<file path="config.mk">
export PLATFORM = sky130hd
export DESIGN_NAME = dcs_chain_ctrl
export DESIGN_NICKNAME = d
export VERILOG_FILES = /design/src/rtl/dcs_pkg.sv /design/src/rtl/dcs_rst_sync.sv /design/src/rtl/dcs_sem.sv /design/src/rtl/dcs_stat.sv /design/src/rtl/dcs_seq.sv /design/src/rtl/dcs_chain_ctrl.sv
export SDC_FILE = /design/constraint.sdc
export NUM_CORES = 1
export LEC_CHECK = 0
export ABC_AREA = 1
export BUFFER_PORTS_ARGS = -buffer_cell sky130_fd_sc_hd__buf_4
export CORE_MARGIN = 2
export CORE_UTILIZATION = 54
export CTS_CLUSTER_SIZE = 14
export DETAILED_ROUTE_END_ITERATION = 16
export PLACE_DENSITY = 0.87
export SLEW_MARGIN = 40
export SYNTH_ARGS = -nofsm -noshare
export SYNTH_HDL_FRONTEND = slang
export SYNTH_SLANG_ARGS = --single-unit
export TNS_END_PERCENT = 1
</file>
<file path="constraint.sdc">
create_clock -name clk -period 4.98 [get_ports clk]
set_clock_uncertainty 0.1 [all_clocks]
set_input_delay 0.747 -clock clk [delete_from_list [all_inputs] [get_ports clk]]
set_output_delay 0.747 -clock clk [all_outputs]
set_load 0.005 [all_outputs]
</file>
<file path="src/rtl/dcs_pkg.sv">
package dcs_pkg;

  typedef enum logic [2:0] {
    S_IDLE,
    S_FETCH_NXT,
    S_FETCH_CTL,
    S_START,
    S_RUN,
    S_ERR
  } seq_state_e;

  // control word bit positions
  localparam int CTL_CHAIN = 0;
  localparam int CTL_DEC   = 1;
  localparam int CTL_IE    = 2;

  // register addresses
  localparam logic [1:0] RA_PTR     = 2'd0;
  localparam logic [1:0] RA_SEM_ADD = 2'd1;
  localparam logic [1:0] RA_SEM_CLR = 2'd2;
  localparam logic [1:0] RA_STATUS  = 2'd3;

  // status state codes
  localparam logic [1:0] ST_IDLE  = 2'd0;
  localparam logic [1:0] ST_FETCH = 2'd1;
  localparam logic [1:0] ST_RUN   = 2'd2;
  localparam logic [1:0] ST_ERR   = 2'd3;

  function automatic logic [1:0] state_code(seq_state_e s);
    case (s)
      S_FETCH_NXT, S_FETCH_CTL: state_code = ST_FETCH;
      S_START, S_RUN:           state_code = ST_RUN;
      S_ERR:                    state_code = ST_ERR;
      default:                  state_code = ST_IDLE;
    endcase
  endfunction

endpackage

</file>
<file path="src/rtl/dcs_rst_sync.sv">
module dcs_rst_sync (
  input  logic clk,
  input  logic rst_n,
  output logic rst_n_sync
);
  logic [1:0] sync_q;

  always_ff @(posedge clk or negedge rst_n) begin
    if (!rst_n) sync_q <= 2'b00;
    else        sync_q <= {sync_q[0], 1'b1};
  end

  assign rst_n_sync = sync_q[1];
endmodule

</file>
<file path="src/rtl/dcs_sem.sv">
module dcs_sem #(
  parameter int SEMW = 8
) (
  input  logic            clk,
  input  logic            rst_n,
  input  logic            add_we,
  input  logic            clr_we,
  input  logic [SEMW-1:0] wval,
  input  logic            dec_req,
  input  logic            zero_req,
  output logic [SEMW-1:0] sem_q,
  output logic [SEMW-1:0] sem_d
);
  localparam logic [SEMW:0]   SUM_MAX = {1'b0, {SEMW{1'b1}}};
  localparam logic [SEMW-1:0] SEM_MAX = {SEMW{1'b1}};

  logic [SEMW-1:0] sem_r;
  logic [SEMW:0]   sum;
  logic [SEMW-1:0] v;
  logic            sem_en;

  // software clear, then saturating add, then hardware decrement; error zero wins
  always_comb begin
    v = sem_r;
    if (clr_we) v = v & ~wval;
    sum = {1'b0, v} + {1'b0, wval};
    if (add_we) v = (sum > SUM_MAX) ? SEM_MAX : sum[SEMW-1:0];
    if (dec_req && (v != '0)) v = v - SEMW'(1);
    if (zero_req) v = '0;
    sem_d = v;
  end

  assign sem_en = add_we | clr_we | dec_req | zero_req;

  always_ff @(posedge clk or negedge rst_n) begin
    if (!rst_n)      sem_r <= '0;
    else if (sem_en) sem_r <= sem_d;
  end

  assign sem_q = sem_r;

  p_sat_hold_r2: assert property (@(posedge clk) disable iff (!rst_n)
    (sem_q == SEM_MAX && add_we && !clr_we && !dec_req && !zero_req) |=> (sem_q == SEM_MAX));

  p_clr_bits_r3: assert property (@(posedge clk) disable iff (!rst_n)
    (clr_we && !add_we && !dec_req && !zero_req) |=> ((sem_q & $past(wval)) == '0));

  p_dec_step_r6: assert property (@(posedge clk) disable iff (!rst_n)
    (dec_req && !add_we && !clr_we && !zero_req && sem_q != '0) |=> (sem_q == $past(sem_q) - SEMW'(1)));
endmodule

</file>
<file path="src/rtl/dcs_stat.sv">
module dcs_stat (
  input  logic clk,
  input  logic rst_n,
  input  logic err_ev,
  input  logic done_irq_ev,
  input  logic ack_we,
  input  logic ack_bit,
  output logic err_q,
  output logic irq_q
);
  logic err_r, err_d, err_en;
  logic irq_r, irq_d;

  always_comb begin
    err_en = err_ev | (ack_we & ack_bit);
    err_d  = err_ev;          // a new error wins over an acknowledge
    irq_d  = err_ev | done_irq_ev;
  end

  always_ff @(posedge clk or negedge rst_n) begin
    if (!rst_n) begin
      err_r <= 1'b0;
      irq_r <= 1'b0;
    end else begin
      if (err_en) err_r <= err_d;
      irq_r <= irq_d;
    end
  end

  assign err_q = err_r;
  assign irq_q = irq_r;
endmodule

</file>
<file path="src/rtl/dcs_seq.sv">
module dcs_seq
  import dcs_pkg::*;
#(
  parameter int AW   = 32,
  parameter int DW   = 32,
  parameter int SEMW = 8
) (
  input  logic            clk,
  input  logic            rst_n,
  input  logic            ptr_we,
  input  logic [AW-1:0]   ptr_wdata,
  input  logic            arm_set,
  input  logic [SEMW-1:0] sem_q,
  input  logic [SEMW-1:0] sem_d,
  input  logic            err_q,
  output logic            mem_req,
  output logic [AW-1:0]   mem_addr,
  input  logic            mem_ack,
  input  logic [DW-1:0]   mem_rdata,
  output logic            eng_start,
  output logic [DW-1:0]   eng_ctrl,
  input  logic            eng_done,
  input  logic            eng_err,
  output logic [AW-1:0]   ptr_q,
  output logic            dec_req,
  output logic            err_ev,
  output logic            done_irq_ev,
  output logic [1:0]      st_code
);
  localparam logic [AW-1:0] WORD_OFS = AW'(DW / 8);

  seq_state_e    state_q, state_d;
  logic [AW-1:0] ptr_r, ptr_d;
  logic [AW-1:0] nxt_q, nxt_d;
  logic [DW-1:0] ctl_q, ctl_d;
  logic          armed_q, armed_d;
  logic          run_fin;

  assign run_fin     = (state_q == S_RUN) && eng_done && !eng_err;
  assign err_ev      = (state_q == S_RUN) && eng_err;
  assign dec_req     = run_fin && ctl_q[CTL_DEC];
  assign done_irq_ev = run_fin && ctl_q[CTL_IE];

  assign mem_req   = (state_q == S_FETCH_NXT) || (state_q == S_FETCH_CTL);
  assign mem_addr  = (state_q == S_FETCH_CTL) ? (ptr_r + WORD_OFS) : ptr_r;
  assign eng_start = (state_q == S_START);
  assign eng_ctrl  = ctl_q;
  assign ptr_q     = ptr_r;
  assign st_code   = state_code(state_q);

  always_comb begin
    state_d = state_q;
    ptr_d   = ptr_r;
    nxt_d   = nxt_q;
    ctl_d   = ctl_q;
    armed_d = armed_q;
    if (ptr_we) ptr_d = ptr_wdata;
    case (state_q)
      S_IDLE: begin
        if (armed_q && (sem_q != '0) && !err_q) state_d = S_FETCH_NXT;
      end
      S_FETCH_NXT: begin
        if (mem_ack) begin
          nxt_d   = mem_rdata[AW-1:0];
          state_d = S_FETCH_CTL;
        end
      end
      S_FETCH_CTL: begin
        if (mem_ack) begin
          ctl_d   = mem_rdata;
          state_d = S_START;
        end
      end
      S_START: state_d = S_RUN;
      S_RUN: begin
        if (eng_err) begin
          armed_d = 1'b0;
          state_d = S_ERR;
        end else if (eng_done) begin
          ptr_d = nxt_q;
          if (!ctl_q[CTL_CHAIN]) armed_d = 1'b0;
          if (ctl_q[CTL_CHAIN] && (sem_d != '0)) state_d = S_FETCH_NXT;
          else                                   state_d = S_IDLE;
        end
      end
      S_ERR: begin
        if (!err_q) state_d = S_IDLE;
      end
      default: state_d = S_IDLE;
    endcase
    if (arm_set) armed_d = 1'b1;
  end

  always_ff @(posedge clk or negedge rst_n) begin
    if (!rst_n) begin
      state_q <= S_IDLE;
      ptr_r   <= '0;
      nxt_q   <= '0;
      ctl_q   <= '0;
      armed_q <= 1'b0;
    end else begin
      state_q <= state_d;
      ptr_r   <= ptr_d;
      armed_q <= armed_d;
      if (state_q == S_FETCH_NXT) nxt_q <= nxt_d;
      if (state_q == S_FETCH_CTL) ctl_q <= ctl_d;
    end
  end

  p_req_hold_r4: assert property (@(posedge clk) disable iff (!rst_n)
    (mem_req && !mem_ack) |=> (mem_req && $stable(mem_addr)));

  p_start_pulse_r5: assert property (@(posedge clk) disable iff (!rst_n)
    eng_start |=> !eng_start);

  p_chain_end_r8: assert property (@(posedge clk) disable iff (!rst_n)
    (run_fin && !ctl_q[CTL_CHAIN]) |=> (st_code == ST_IDLE));

  p_empty_hold_r9: assert property (@(posedge clk) disable iff (!rst_n)
    (st_code == ST_IDLE && sem_q == '0) |=> (st_code == ST_IDLE));

  p_no_start_err_r11: assert property (@(posedge clk) disable iff (!rst_n)
    err_q |-> !eng_start);
endmodule

</file>
<file path="src/rtl/dcs_chain_ctrl.sv">
module dcs_chain_ctrl
  import dcs_pkg::*;
#(
  parameter int AW   = 32,
  parameter int DW   = 32,
  parameter int SEMW = 8
) (
  input  logic          clk,
  input  logic          rst_n,
  input  logic          reg_we,
  input  logic [1:0]    reg_addr,
  input  logic [DW-1:0] reg_wdata,
  output logic [DW-1:0] reg_rdata,
  output logic          mem_req,
  output logic [AW-1:0] mem_addr,
  input  logic          mem_ack,
  input  logic [DW-1:0] mem_rdata,
  output logic          eng_start,
  output logic [DW-1:0] eng_ctrl,
  input  logic          eng_done,
  input  logic          eng_err,
  output logic          irq
);
  logic            rst_ni;
  logic            ptr_we, add_we, clr_we, ack_we, arm_set;
  logic [SEMW-1:0] wval, sem_q, sem_d;
  logic [AW-1:0]   ptr_q;
  logic            dec_req, err_ev, done_irq_ev, err_q;
  logic [1:0]      st_code;

  dcs_rst_sync u_rst (.clk(clk), .rst_n(rst_n), .rst_n_sync(rst_ni));

  assign wval    = reg_wdata[SEMW-1:0];
  assign ptr_we  = reg_we && (reg_addr == RA_PTR);
  assign add_we  = reg_we && (reg_addr == RA_SEM_ADD);
  assign clr_we  = reg_we && (reg_addr == RA_SEM_CLR);
  assign ack_we  = reg_we && (reg_addr == RA_STATUS);
  assign arm_set = add_we && (wval != '0);

  dcs_sem #(.SEMW(SEMW)) u_sem (
    .clk(clk), .rst_n(rst_ni),
    .add_we(add_we), .clr_we(clr_we), .wval(wval),
    .dec_req(dec_req), .zero_req(err_ev),
    .sem_q(sem_q), .sem_d(sem_d)
  );

  dcs_stat u_stat (
    .clk(clk), .rst_n(rst_ni),
    .err_ev(err_ev), .done_irq_ev(done_irq_ev),
    .ack_we(ack_we), .ack_bit(reg_wdata[0]),
    .err_q(err_q), .irq_q(irq)
  );

  dcs_seq #(.AW(AW), .DW(DW), .SEMW(SEMW)) u_seq (
    .clk(clk), .rst_n(rst_ni),
    .ptr_we(ptr_we), .ptr_wdata(reg_wdata[AW-1:0]), .arm_set(arm_set),
    .sem_q(sem_q), .sem_d(sem_d), .err_q(err_q),
    .mem_req(mem_req), .mem_addr(mem_addr), .mem_ack(mem_ack), .mem_rdata(mem_rdata),
    .eng_start(eng_start), .eng_ctrl(eng_ctrl), .eng_done(eng_done), .eng_err(eng_err),
    .ptr_q(ptr_q), .dec_req(dec_req), .err_ev(err_ev), .done_irq_ev(done_irq_ev),
    .st_code(st_code)
  );

  always_comb begin
    case (reg_addr)
      RA_PTR:     reg_rdata = DW'(ptr_q);
      RA_SEM_ADD,
      RA_SEM_CLR: reg_rdata = DW'(sem_q);
      default:    reg_rdata = DW'({st_code, 1'b0, err_q});
    endcase
  end

  p_err_clears_sem_r10: assert property (@(posedge clk) disable iff (!rst_ni)
    err_ev |=> (sem_q == '0 && err_q && irq));

  p_err_state_r13: assert property (@(posedge clk) disable iff (!rst_ni)
    err_q |-> (st_code == ST_ERR));
endmodule

</file>
==> results list <==
- Setup total negative slack: 0 ns
* PortBufs: 170
* Final core utilization: 0.691
- Setup violations remaining at the end of the flow were counted as 0.
* Combinational fraction of design power: 0.423
- Top cell types by occurrence after synthesis: sky130_fd_sc_hd__nand2_1 (228), sky130_fd_sc_hd__inv_1 (128), sky130_fd_sc_hd__dfrtp_1 (112)
- STA puts the critical path data arrival time at 4.09 ns.
- Worst min-delay path class: primary input to async pin
- Counting cells, the worst reg-to-reg path comes to 28.
- The HPWL after detailed placement is 14000 um.
- Post-CTS timing repair inserted 0 buffers for setup.
- All-Layer GR Usage: 0.287
- In this run the clock root is driven by a sky130_fd_sc_hd__clkbuf_16.
- Internal power summed over all cells: 2.56 mW
- After synthesis, the share of cell area in mux cells is 0.
- The worst setup path is of the primary input to flip-flop kind.
- Initial antenna violation count: 0
* Leakage power: 4.58 nW
- Average wire per standard cell: 15.8 um
- The clock net in this run drives a total of 112 sinks.
* Detailed Route WL: 18600 um
- The share of synthesized area in the top cell type comes to 0.423.
* Clock slew at reported path FFs: 0.08 ns
- Post-Syn Nets: 976
* Largest vdd supply drop: 0.299 mV
* Filler instances: 996
- The largest single stage delay on the critical path is 0.19 ns.
- Flip-flop and latch count after synthesis: 112
- Of the total power, the share spent switching nets is 0.409.
- In this run, the number of DRC markers left after iteration 0 of detailed routing was 657.
- Of the total synthesized cell area, the portion taken by XOR and XNOR cells is 0.0410.
- Number of global-route vias before repair: 5909
- In this run the register-to-register setup slack is 1.58 ns.
* Kind of launch point of the worst setup path: primary input
* Startpoint of the worst register-to-register path: u_sem.sem_q[0]
- Number of buffers added by the clock tree synthesis step: 9
* Dominant cell by count in the synthesized netlist: sky130_fd_sc_hd__nand2_1
- 1st-pass router iterations: 5
* Data required time of the worst path: 5.12 ns
* Minimum clock period: 3.95 ns
* Total of warnings raised by yosys: 0
* Post-CTS sizing: 0
- The final layout contains 1119 nets.
- Along the worst path, the maximum fanout reaches 8.
- Largest net degree at the start of global routing: 66
* Cell type of the slowest stage on the worst timing path: sky130_fd_sc_hd__ha_1
* Final hold violation count: 0
- The design draws 4.34 mW.
* First-pass GRT wire length: 29800 um
- Worst-Margin Slew: 0.763 ns
* Starting Density: 0.551
* Async set or reset register ratio after synthesis: 1.00
* Top cell family by delay on the critical path: simple AND/OR/NAND/NOR gates
* Sort of element at the end of the critical path: flip-flop
- Core region area: 12000 um^2
- Of the total synthesized cell area, the portion taken by full adders, half adders and majority gates is 0.0332.
- Antenna diodes: 0
- Hold buffer count at cts: 0
- Proportion of power drawn by flip-flops and latches: 0.398
* Count of antenna-violating nets left after detailed routing: 0
* Layout cell share with drive strength beyond 1: 0.224
- Compound-cell area share of the yosys netlist: 0.111
* Top cells by area in the synthesized netlist: sky130_fd_sc_hd__dfrtp_1 (42%), sky130_fd_sc_hd__nand2_1 (13%), sky130_fd_sc_hd__inv_1 (7.3%)
* GP Congestion: 0.928
- For this run the aggregate overflow at the end of global routing stands at 0.
* Number of enable-type register cells in the synthesized netlist: 0
- In the routed layout, each cell is associated on average with a via count of 5.42.
* Crit path buf inv count: 6
- By instance count, the cell type seen most on the critical path is sky130_fd_sc_hd__nand2_1.
- In this run the power spent charging and discharging nets is 1.78 mW.
* Post-synthesis share of cell area spent on and, or, nand and nor gates: 0.287
- For this run, design rule violations remaining after detail routing come to 0.
- Top-Level Pins: 171
* Share of total power in the clock network: 0.179
- The routed layout has 6404 vias.
* Sequential fraction of the synthesis area: 0.423
- Measured against its own limit, the worst slew margin works out to 0.491.
- Max-cap violations: 0
* Number of rows in the core area: 40
- Horizontal die dimension: 115 um
- R2R Path End: u_seq.state_q[0]
* CTS H-tree depth: 3
* Power Dens Cells: 523 nW/um^2
- Die Area: 13200 um^2
* Clock insertion delay at the later pin of the skew report: 0.35 ns
- For this run, the leading register cell type out of synthesis is sky130_fd_sc_hd__dfrtp_1.
* Max clock buf depth: 2
- Tcrit/Tclk final: 0.793
- After synthesis, the mean cell area works out to 7.47 um^2.
- RSZ-0062 raised after global routing: no
- Synth area leader: sky130_fd_sc_hd__dfrtp_1
- The max-slew violation count was 0.
* Area added between synthesis and finish: 25.3%
* Post-synthesis instance area: 6620 um^2
- Chip Height: 115 um
* Post-synthesis cell count: 887
- Based on the critical path, the design can be clocked at up to 253 MHz.
- Run status: finished clean
* Synth unique cells: 46
* Largest family of logic cells by synthesized area: simple AND/OR/NAND/NOR gates
- TritonCTS clock tree: yes
==> worst register-to-register path, delay by kind of cell, from the launching register on <==
| family | cells | cell delay, ns |
|---|---|---|
| simple gates | 17 | 1.46 |
| compound gates | 3 | 0.22 |
| fa+ha+maj | 3 | 0.76 |
| buf+inv | 5 | 0.38 |
| flops | 1 | 0.38 |
==> layer usage <==
metal  GRT usage  wire [um]  vias to the layer above
li1            -          -                     3107
met1       0.437       8530                     3002
met2       0.437       8380                      259
met3      0.0343       1330                       36
met4      0.0787        381                        0
met5           0          0                        -
==> state kept, by name (all words and copies together) (netlist names) <==
signal,flops
u_seq.eng_ctrl,32
u_sem.sem_q,8
u_rst.sync_q,2
u_seq.ptr_q,32
u_stat.irq_q,1
u_seq.nxt_q,32
u_seq.state_q,3
u_stat.err_q,1
u_seq.armed_q,1
==> final cells by class <==
| type | count | area [um^2] | share of cell area |
|---|---|---|---|
| clock buffer | 9 | 225 | 0.0271 |
| clock inverter | 7 | 108 | 0.0130 |
| inverter | 137 | 519 | 0.0626 |
| multi-input combinational | 596 | 3150 | 0.380 |
| sequential | 112 | 2810 | 0.338 |
| tap | 147 | 184 | 0.0222 |
| timing repair buffer | 174 | 1310 | 0.157 |
==> per-stage QoR <==
step | hold slack, ns | worst slack (ns) | instance area [um^2] | instances
after floorplan | 0.231 | 1.31 | 6620 | 887
after global routing | 0.0376 | 0.751 | 8300 | 1182
after CTS | 0.0543 | 1.08 | 8300 | 1182
after global placement | 0.243 | 0.824 | 7950 | 1166
final | 0.0611 | 1.03 | 8300 | 1182
after detailed placement | 0.237 | 0.716 | 7970 | 1166
==> layout by cell type, fill, tap and decap left out, types with 2 or more instances in the layout <==
cell	instances
sky130_fd_sc_hd__inv_1	128
sky130_fd_sc_hd__clkbuf_16	9
sky130_fd_sc_hd__nand2_1	227
sky130_fd_sc_hd__buf_4	174
sky130_fd_sc_hd__o21ai_1	6
sky130_fd_sc_hd__xnor2_1	10
sky130_fd_sc_hd__a31oi_1	32
sky130_fd_sc_hd__nand2_2	8
sky130_fd_sc_hd__inv_2	5
sky130_fd_sc_hd__nor3_1	7
sky130_fd_sc_hd__nand3_2	2
sky130_fd_sc_hd__nor3_4	2
sky130_fd_sc_hd__nand3_1	65
sky130_fd_sc_hd__nand4_1	18
sky130_fd_sc_hd__inv_4	2
sky130_fd_sc_hd__nor2_4	4
sky130_fd_sc_hd__clkinv_1	2
sky130_fd_sc_hd__clkinv_8	2
sky130_fd_sc_hd__dfrtp_1	111
sky130_fd_sc_hd__nand2_4	7
sky130_fd_sc_hd__nor3_2	2
sky130_fd_sc_hd__a21oi_1	13
sky130_fd_sc_hd__ha_1	15
sky130_fd_sc_hd__nor2_1	61
sky130_fd_sc_hd__o21ai_0	69
sky130_fd_sc_hd__nor4_1	5
sky130_fd_sc_hd__xor2_1	21
sky130_fd_sc_hd__inv_6	2
sky130_fd_sc_hd__nand3b_1	3
==> cell families (layout without fill, tap and decap cells) <==
logic type      Yosys count  after routing
fa+ha+maj                17             17
buf+inv                 179            327
flops                   112            112
xor+xnor                 31             31
simple gates            418            418
compound gates          129            129
other cells               1              1
==> how the worst max path moves through the flow <==
stage	startpoint	depth (start not counted)	slack [ns]	to
floorplan	reg_addr[0]	31	1.31	u_seq.state_q[0]
global placement	reg_addr[0]	31	0.82	u_seq.state_q[0]
detailed placement	reg_addr[0]	31	0.72	u_seq.state_q[0]
CTS	reg_addr[0]	31	1.08	u_seq.state_q[0]
global route	reg_addr[0]	31	0.75	u_seq.state_q[0]
finish	reg_addr[0]	31	1.03	u_seq.state_q[0]
==> power by group through the flow <==
stage / Clock, mW / Combinational [mW] / Sequential, mW
final: 0.777 / 1.83 / 1.73
after CTS: 0.788 / 1.84 / 1.71
after floorplan: 0 / 1.14 / 1.59
after global placement: 0 / 1.77 / 1.71
after global routing: 0.828 / 2.07 / 1.77
after detailed placement: 0 / 1.82 / 1.72
Note: power is estimated with default switching activity, not from simulation.
